<file path="src/rtl/ldst_pkg.sv">
package ldst_pkg;
  typedef enum logic [1:0] {AM_BASE = 2'd0, AM_IMM = 2'd1, AM_IDX = 2'd2} amode_e;
  typedef enum logic [1:0] {SZ_BYTE = 2'd0, SZ_HALF = 2'd1, SZ_WORD = 2'd2} asize_e;
  typedef enum logic [1:0] {ST_IDLE, ST_ISSUE, ST_WAIT, ST_DONE} fsm_e;
endpackage

</file>
<file path="src/rtl/ldst_ea_calc.sv">
module ldst_ea_calc #(
  parameter int ADDR_W = 32,
  parameter int IMM_W  = 16,
  parameter int RIDX_W = 5
) (
  input  ldst_pkg::amode_e    mode_i,
  input  logic [RIDX_W-1:0]   base_idx_i,
  input  logic [ADDR_W-1:0]   base_val_i,
  input  logic [IMM_W-1:0]    imm_i,
  input  logic [ADDR_W-1:0]   index_val_i,
  output logic [ADDR_W-1:0]   ea_o,
  output logic                base_zero_o
);
  import ldst_pkg::*;

  logic [ADDR_W-1:0] base_eff, offs;

  assign base_zero_o = (base_idx_i == '0);
  assign base_eff    = base_zero_o ? '0 : base_val_i;

  always_comb begin
    unique case (mode_i)
      AM_IMM:  offs = {{(ADDR_W-IMM_W){imm_i[IMM_W-1]}}, imm_i};
      AM_IDX:  offs = index_val_i;
      default: offs = '0;
    endcase
  end

  assign ea_o = base_eff + offs;
endmodule

</file>
<file path="src/rtl/ldst_lane_fmt.sv">
module ldst_lane_fmt #(
  parameter int DATA_W = 32,
  localparam int NB     = DATA_W / 8,
  localparam int NH     = NB / 2,
  localparam int LANE_W = $clog2(NB),
  localparam int SH_W   = $clog2(DATA_W)
) (
  input  ldst_pkg::asize_e    size_i,
  input  logic                sext_i,
  input  logic [LANE_W-1:0]   lane_i,
  input  logic [DATA_W-1:0]   rdata_i,
  input  logic [DATA_W-1:0]   wdata_i,
  output logic [DATA_W-1:0]   ld_data_o,
  output logic [DATA_W-1:0]   st_data_o,
  output logic [NB-1:0]       st_be_o
);
  import ldst_pkg::*;

  logic [LANE_W-2:0] half_lane;
  logic [SH_W-1:0]   b_sh, h_sh;
  logic [7:0]        byte_v;
  logic [15:0]       half_v;

  assign half_lane = lane_i[LANE_W-1:1];
  // big-endian: lane 0 sits in the top byte
  assign b_sh   = SH_W'((NB - 1 - int'(lane_i)) * 8);
  assign h_sh   = SH_W'((NH - 1 - int'(half_lane)) * 16);
  assign byte_v = 8'(rdata_i >> b_sh);
  assign half_v = 16'(rdata_i >> h_sh);

  always_comb begin
    unique case (size_i)
      SZ_BYTE: begin
        ld_data_o = {{(DATA_W-8){1'b0}}, byte_v};
        st_data_o = {NB{wdata_i[7:0]}};
        st_be_o   = {1'b1, {(NB-1){1'b0}}} >> lane_i;
      end
      SZ_HALF: begin
        ld_data_o = {{(DATA_W-16){sext_i & half_v[15]}}, half_v};
        st_data_o = {NH{wdata_i[15:0]}};
        st_be_o   = {2'b11, {(NB-2){1'b0}}} >> {half_lane, 1'b0};
      end
      default: begin
        ld_data_o = rdata_i;
        st_data_o = wdata_i;
        st_be_o   = '1;
      end
    endcase
  end
endmodule

</file>
<file path="src/rtl/ldst_agu_unit.sv">
module ldst_agu_unit #(
  parameter int ADDR_W = 32,
  parameter int DATA_W = 32,
  parameter int RIDX_W = 5,
  parameter int IMM_W  = 16,
  localparam int NB     = DATA_W / 8,
  localparam int LANE_W = $clog2(NB)
) (
  input  logic              clk_i,
  input  logic              rst_ni,
  input  logic              req_valid_i,
  input  logic              req_store_i,
  input  logic [1:0]        req_mode_i,
  input  logic              req_update_i,
  input  logic [1:0]        req_size_i,
  input  logic              req_sext_i,
  input  logic [RIDX_W-1:0] base_idx_i,
  input  logic [ADDR_W-1:0] base_val_i,
  input  logic [IMM_W-1:0]  imm_i,
  input  logic [ADDR_W-1:0] index_val_i,
  input  logic [DATA_W-1:0] store_data_i,
  output logic              mem_req_o,
  output logic              mem_we_o,
  output logic [ADDR_W-1:0] mem_addr_o,
  output logic [NB-1:0]     mem_be_o,
  output logic [DATA_W-1:0] mem_wdata_o,
  input  logic              mem_rvalid_i,
  input  logic [DATA_W-1:0] mem_rdata_i,
  output logic              done_o,
  output logic              ld_we_o,
  output logic [DATA_W-1:0] ld_data_o,
  output logic              base_we_o,
  output logic [RIDX_W-1:0] base_wb_idx_o,
  output logic [ADDR_W-1:0] base_wb_val_o,
  output logic              invalid_o
);
  import ldst_pkg::*;

  fsm_e              state_q;
  logic [ADDR_W-1:0] ea_d, ea_q;
  logic              bzero_d, bzero_q;
  logic              store_q, upd_q, sext_q;
  asize_e            size_q;
  logic [RIDX_W-1:0] bidx_q;
  logic [DATA_W-1:0] wdata_q, ld_q, ld_fmt, st_fmt;
  logic [NB-1:0]     st_be;
  logic              accept;

  ldst_ea_calc #(.ADDR_W(ADDR_W), .IMM_W(IMM_W), .RIDX_W(RIDX_W)) u_ea (
    .mode_i      (amode_e'(req_mode_i)),
    .base_idx_i  (base_idx_i),
    .base_val_i  (base_val_i),
    .imm_i       (imm_i),
    .index_val_i (index_val_i),
    .ea_o        (ea_d),
    .base_zero_o (bzero_d)
  );

  ldst_lane_fmt #(.DATA_W(DATA_W)) u_fmt (
    .size_i    (size_q),
    .sext_i    (sext_q),
    .lane_i    (ea_q[LANE_W-1:0]),
    .rdata_i   (mem_rdata_i),
    .wdata_i   (wdata_q),
    .ld_data_o (ld_fmt),
    .st_data_o (st_fmt),
    .st_be_o   (st_be)
  );

  assign accept = (state_q == ST_IDLE) && req_valid_i;

  always_ff @(posedge clk_i or negedge rst_ni) begin
    if (!rst_ni) begin
      state_q <= ST_IDLE;
      ea_q    <= '0;
      bzero_q <= 1'b0;
      store_q <= 1'b0;
      upd_q   <= 1'b0;
      sext_q  <= 1'b0;
      size_q  <= SZ_WORD;
      bidx_q  <= '0;
      wdata_q <= '0;
      ld_q    <= '0;
    end else begin
      unique case (state_q)
        ST_IDLE:  if (accept) state_q <= ST_ISSUE;
        ST_ISSUE: state_q <= ST_WAIT;
        ST_WAIT:  if (mem_rvalid_i) state_q <= ST_DONE;
        default:  state_q <= ST_IDLE;
      endcase
      if (accept) begin
        ea_q    <= ea_d;
        bzero_q <= bzero_d;
        store_q <= req_store_i;
        upd_q   <= req_update_i;
        sext_q  <= req_sext_i;
        size_q  <= asize_e'(req_size_i);
        bidx_q  <= base_idx_i;
        wdata_q <= store_data_i;
      end
      if (state_q == ST_WAIT && mem_rvalid_i) ld_q <= ld_fmt;
    end
  end

  assign mem_req_o     = (state_q == ST_ISSUE);
  assign mem_we_o      = mem_req_o & store_q;
  assign mem_addr_o    = ea_q;
  assign mem_be_o      = mem_req_o ? st_be : '0;
  assign mem_wdata_o   = st_fmt;

  assign done_o        = (state_q == ST_DONE);
  assign ld_we_o       = done_o & ~store_q;
  assign ld_data_o     = ld_q;
  assign base_we_o     = done_o & upd_q & ~bzero_q;
  assign invalid_o     = done_o & upd_q & bzero_q;
  assign base_wb_idx_o = bidx_q;
  assign base_wb_val_o = ea_q;

  a_r11_req_pulse: assert property (@(posedge clk_i) disable iff (!rst_ni)
    mem_req_o |=> !mem_req_o);
  a_r11_done_after_rsp: assert property (@(posedge clk_i) disable iff (!rst_ni)
    done_o |-> $past(mem_rvalid_i));
  a_r11_done_pulse: assert property (@(posedge clk_i) disable iff (!rst_ni)
    done_o |=> !done_o);
  a_r1_addr_held: assert property (@(posedge clk_i) disable iff (!rst_ni)
    (state_q == ST_WAIT) |-> $stable(mem_addr_o));
  a_r5_wb_in_done: assert property (@(posedge clk_i) disable iff (!rst_ni)
    base_we_o |-> done_o && base_wb_idx_o != '0);
  a_r6_invalid_no_wb: assert property (@(posedge clk_i) disable iff (!rst_ni)
    invalid_o |-> !base_we_o && base_wb_idx_o == '0);
  a_r10_be_shape: assert property (@(posedge clk_i) disable iff (!rst_ni)
    mem_req_o |-> ($countones(mem_be_o) == 1 || $countones(mem_be_o) == 2 ||
                   $countones(mem_be_o) == NB));
  a_r7_byte_zext: assert property (@(posedge clk_i) disable iff (!rst_ni)
    (ld_we_o && size_q == SZ_BYTE) |-> ld_data_o[DATA_W-1:8] == '0);
  a_r8_half_zext: assert property (@(posedge clk_i) disable iff (!rst_ni)
    (ld_we_o && size_q == SZ_HALF && !sext_q) |-> ld_data_o[DATA_W-1:16] == '0);
endmodule

</file>
<file path="config.mk">
export PLATFORM = sky130hd
export DESIGN_NAME = ldst_agu_unit
export DESIGN_NICKNAME = d
export VERILOG_FILES = /design/src/rtl/ldst_pkg.sv /design/src/rtl/ldst_ea_calc.sv /design/src/rtl/ldst_lane_fmt.sv /design/src/rtl/ldst_agu_unit.sv
export SDC_FILE = /design/constraint.sdc
export NUM_CORES = 1
export LEC_CHECK = 0
export BUFFER_PORTS_ARGS = -buffer_cell sky130_fd_sc_hd__buf_2
export CORE_MARGIN = 2
export CORE_UTILIZATION = 45
export DETAILED_ROUTE_END_ITERATION = 10
export GPL_ROUTABILITY_DRIVEN = 0
export PLACE_DENSITY = 0.75
export RECOVER_POWER = 25
export SLEW_MARGIN = 5
export SYNTH_ARGS = -nofsm -noshare
export SYNTH_HDL_FRONTEND = slang
export SYNTH_SLANG_ARGS = --single-unit
</file>
<file path="constraint.sdc">
create_clock -name clk_i -period 3 [get_ports clk_i]
set_clock_uncertainty 0.2 [all_clocks]
set_input_delay 0.15 -clock clk_i [delete_from_list [all_inputs] [get_ports clk_i]]
set_output_delay 0.15 -clock clk_i [all_outputs]
set_load 0.01 [all_outputs]
</file>
==> results.sh <==
export IMPL_total_power_uw=8520
export IMPL_slew_headroom_pct=8.76
export IMPL_rsz0062_at_grt="true"
export IMPL_clock_tree_buffer_depth=2
export IMPL_synthCells=910
export IMPL_clock_insertion_delay_worst_skew_ns=0.34
export IMPL_grt_first_pass_wirelength_microns=40400
export IMPL_ys_warn_count=0
export IMPL_synth_seq_area_share_pct=36.1
export IMPL_worst_pin_slew_ns=1.37
export IMPL_grt_util_overall_pct=28.2
export IMPL_placeableCoreArea_sq_um=16500
export IMPL_finalHoldViolCount=0
export IMPL_drt_pass1_iterations=9
export IMPL_finalCoreUtilization_pct=66.3
export IMPL_drc=0
export IMPL_timing_critical_path_fanout_max=6
export IMPL_post_route_period_util_pct=104
export IMPL_clock_tree_from_tritoncts="yes"
export IMPL_cts_sinks=109
export IMPL_finalWorstSetupSlack_ns=-0.131
export IMPL_post_synth_num_cell_types=64
export IMPL_first_global_vias=8110
export IMPL_max_cap_violations=0
export IMPL_critPathCaptureType="flop"
export IMPL_postSynthAreaPerCell_sq_um=8.30
export IMPL_wire_per_inst_microns=16.6
export IMPL_fill_cells=1304
export IMPL_final_antenna_net_count=0
export IMPL_start_util_pct=45.7
export IMPL_power_density_cell_area_nw_per_um2=778
export IMPL_ys_dominant_reg_cell="sky130_fd_sc_hd__dfrtp_1"
export IMPL_worst_setup_path_start_kind="input pin"
export IMPL_crit_end="base_wb_val_o[26]"
export IMPL_synthesis_area_sq_um=7560
export IMPL_final_setup_fails=14
export IMPL_worst_r2r_startpoint="size_q[0]"
export IMPL_die_height_microns=134
export IMPL_numCtsBuffers=9
export IMPL_num_vias=8265
export IMPL_drt_total_wl_microns=25700
export IMPL_synth_async_reset_ratio_pct=100
export IMPL_synth_nets=1108
export IMPL_worstSetupStartpoint="base_idx_i[4]"
export IMPL_clk_pin_slew_worst_paths_ns=0.08
export IMPL_synth_enable_flop_cells=0
export IMPL_rows=47
export IMPL_final_nets=1522
export IMPL_status="finished, violations left"
export IMPL_post_place_cells=1447
export IMPL_required_ns=3.09
export IMPL_grt_antenna_before_repair=0
export IMPL_total_leakage_power_uw=0.00568
export IMPL_hold_slack_ns=0.0447
export IMPL_globalRouteOverflowTotal=0
export IMPL_ff2ff_setup_slack_ns=0.08
export IMPL_crit_type="input pin to flop"
export IMPL_vias_per_cell=5.34
export IMPL_vdd_drop_max_mv=0.452
export IMPL_timing_final_crit_period_ns=3.13
export IMPL_hpwl_microns=18000
export IMPL_violations="negative setup slack"
export IMPL_dr_first_iter_drc_count=473
export IMPL_area_growth_syn_to_layout_pct=45.0
export IMPL_worst_r2r_cell_count=5
export IMPL_h_tree_levels=3
export IMPL_fp_dieW_microns=134
export IMPL_drv_slew=0
export IMPL_synth_seq_cells=109
export IMPL_number_of_antenna_cells_inserted=0
export IMPL_cp_arrival_ns=3.22
export IMPL_io_pins=303
export IMPL_io_buffer_count=302
export IMPL_holdCritPathClass="input pin to flop"
export IMPL_root_buffer="sky130_fd_sc_hd__clkbuf_16"
export IMPL_r2r_end="ld_data_o[10]"
export IMPL_final_cell_count_no_fill=1549
export IMPL_total_die_area_sq_um=17800
export IMPL_final_setup_tns_ns=-0.856
export IMPL_layout_drive_gt1_share_pct=35.0
export IMPL_achievable_frequency_mhz=319
export IMPL_grt_start_max_net_pins=59
==> cells in the mapped netlist, types with 5 or more instances <==
| master | number | share of area, % |
|---|---|---|
| sky130_fd_sc_hd__a21oi_1 | 63 | 4.2 |
| sky130_fd_sc_hd__xor2_1 | 15 | 1.7 |
| sky130_fd_sc_hd__a221oi_1 | 10 | 1.2 |
| sky130_fd_sc_hd__o21ai_1 | 5 | 0.33 |
| sky130_fd_sc_hd__ha_1 | 37 | 6.1 |
| sky130_fd_sc_hd__nor3_1 | 6 | 0.40 |
| sky130_fd_sc_hd__nor2b_1 | 40 | 3.3 |
| sky130_fd_sc_hd__a22oi_1 | 15 | 1.5 |
| sky130_fd_sc_hd__inv_1 | 10 | 0.50 |
| sky130_fd_sc_hd__a31oi_1 | 7 | 0.58 |
| sky130_fd_sc_hd__nand2_1 | 228 | 11 |
| sky130_fd_sc_hd__mux4_2 | 7 | 2.1 |
| sky130_fd_sc_hd__clkbuf_1 | 42 | 2.1 |
| sky130_fd_sc_hd__dfrtp_1 | 108 | 36 |
| sky130_fd_sc_hd__mux2i_1 | 11 | 1.5 |
| sky130_fd_sc_hd__o22ai_1 | 7 | 0.58 |
| sky130_fd_sc_hd__nand3_1 | 8 | 0.53 |
| sky130_fd_sc_hd__and3_1 | 12 | 0.99 |
| sky130_fd_sc_hd__xnor2_1 | 10 | 1.2 |
| sky130_fd_sc_hd__o21ai_0 | 50 | 3.3 |
| sky130_fd_sc_hd__a21o_1 | 27 | 2.7 |
| sky130_fd_sc_hd__mux2_2 | 17 | 2.5 |
| sky130_fd_sc_hd__o22a_1 | 8 | 0.93 |
| sky130_fd_sc_hd__nor2_1 | 58 | 2.9 |
| sky130_fd_sc_hd__buf_1 | 7 | 0.35 |
| sky130_fd_sc_hd__buf_4 | 40 | 4.0 |
==> routing by layer <==
layer  track usage, %  share of wire (%)  vias to the layer above
li1                 -                  -                     3935
met1             34.8                 40                     3813
met2             49.1                 49                      447
met3             3.88                7.5                       70
met4             12.6                3.6                        0
met5                0                  0                        -
==> sequential cells by signal, indices dropped and copies added, names as in the netlist <==
signal	flops
state_q	2
upd_q	1
ld_data_o	32
base_wb_idx_o	5
size_q	2
base_wb_val_o	32
sext_q	1
wdata_q	32
store_q	1
bzero_q	1
==> how the worst min path moves through the flow <==
stage,startpoint,to,slack [ns],depth (start not counted)
3_3_place_gp,rst_ni,wdata_q[23],0.04,1
2_1_floorplan,rst_ni,base_wb_idx_o[0],-0.35,0
6_report,req_valid_i,state_q[1],0.04,4
3_5_place_dp,rst_ni,wdata_q[20],0.05,1
4_1_cts,mem_rdata_i[7],ld_data_o[7],0.03,4
5_1_grt,req_valid_i,state_q[1],0.05,4
==> critical path: stages <==
cell and delay (ns):
sky130_fd_sc_hd__buf_6 0.09, sky130_fd_sc_hd__or4_4 0.57, sky130_fd_sc_hd__nor2_4 0.24, sky130_fd_sc_hd__buf_4 0.18
sky130_fd_sc_hd__nor2b_1 0.05, sky130_fd_sc_hd__ha_1 0.33, sky130_fd_sc_hd__and3_4 0.21, sky130_fd_sc_hd__a221oi_4 0.07
sky130_fd_sc_hd__or3_4 0.41, sky130_fd_sc_hd__a31oi_4 0.23, sky130_fd_sc_hd__o2111ai_4 0.14, sky130_fd_sc_hd__a21o_1 0.20
sky130_fd_sc_hd__a211o_1 0.26, sky130_fd_sc_hd__nand3_1 0.08
==> timing repair <==
action | in CTS | in global routing
hold buffers | 76 | 0
buffers inserted | 3 | 6
pin swaps | 6 | 8
hold endpoints to repair | 125 | 0
endpoints found under the setup margin | 14 | 20
gates resized for setup | 15 | 10
gates cloned | 1 | 0
==> report_power, final <==
| part | internal, uW | total (uW) | switching (uW) |
|---|---|---|---|
| clock network | 582 | 1170 | 586 |
| logic | 1960 | 4490 | 2530 |
| registers | 2190 | 2860 | 675 |
==> final cells by class <==
cell class              count  area (sq um)  share of cell area, %
multi-input cells         698          4470                   40.8
inverters                  10          37.5                  0.343
repair buffers            496          3160                   28.9
flip-flops and latches    109          2730                   24.9
well taps                 220           275                   2.51
clock buffers              10           229                   2.09
clock inverters             6          55.1                  0.503
==> layout by cell type, fill, tap and decap left out, types with 6 or more instances in the layout <==
cell type,instances
sky130_fd_sc_hd__o21ai_0,48
sky130_fd_sc_hd__and3_1,10
sky130_fd_sc_hd__a22oi_1,15
sky130_fd_sc_hd__nor2_1,57
sky130_fd_sc_hd__nand2_1,227
sky130_fd_sc_hd__a21oi_1,57
sky130_fd_sc_hd__buf_2,266
sky130_fd_sc_hd__a21oi_2,8
sky130_fd_sc_hd__clkbuf_1,35
sky130_fd_sc_hd__xor2_1,14
sky130_fd_sc_hd__mux4_2,7
sky130_fd_sc_hd__o22a_1,8
sky130_fd_sc_hd__dfrtp_1,108
sky130_fd_sc_hd__ha_1,34
sky130_fd_sc_hd__a31oi_1,6
sky130_fd_sc_hd__a221oi_1,10
sky130_fd_sc_hd__inv_1,10
sky130_fd_sc_hd__mux2i_1,11
sky130_fd_sc_hd__clkbuf_16,9
sky130_fd_sc_hd__mux2_2,17
sky130_fd_sc_hd__buf_4,114
sky130_fd_sc_hd__xnor2_1,10
sky130_fd_sc_hd__nor2b_1,39
sky130_fd_sc_hd__dlygate4sd3_1,76
sky130_fd_sc_hd__nand3_1,8
sky130_fd_sc_hd__o21ai_1,6
sky130_fd_sc_hd__a21o_1,27
sky130_fd_sc_hd__o22ai_1,7
==> logic make-up after synthesis <==
kind of cell               after synthesis  share of synthesized area, %
buffers and inverters                  103                          7.25
AOI/OAI and AO/OA                      222                          19.2
and+or+nand+nor                        377                          21.9
muxes                                   36                          6.23
adders and majority gates               38                          6.39
xor gates and xnor gates                25                          2.90
DFF                                    109                          36.1
==> through the flow <==
step / cell area [sq um] / setup slack (ns)
after global routing: 11000 / -0.271
after detailed placement: 9730 / -0.510
after floorplan: 7620 / -0.227
after CTS: 10900 / -0.0725
after global placement: 9730 / -0.420
final: 11000 / -0.131
(Power assumes the default switching activity.)
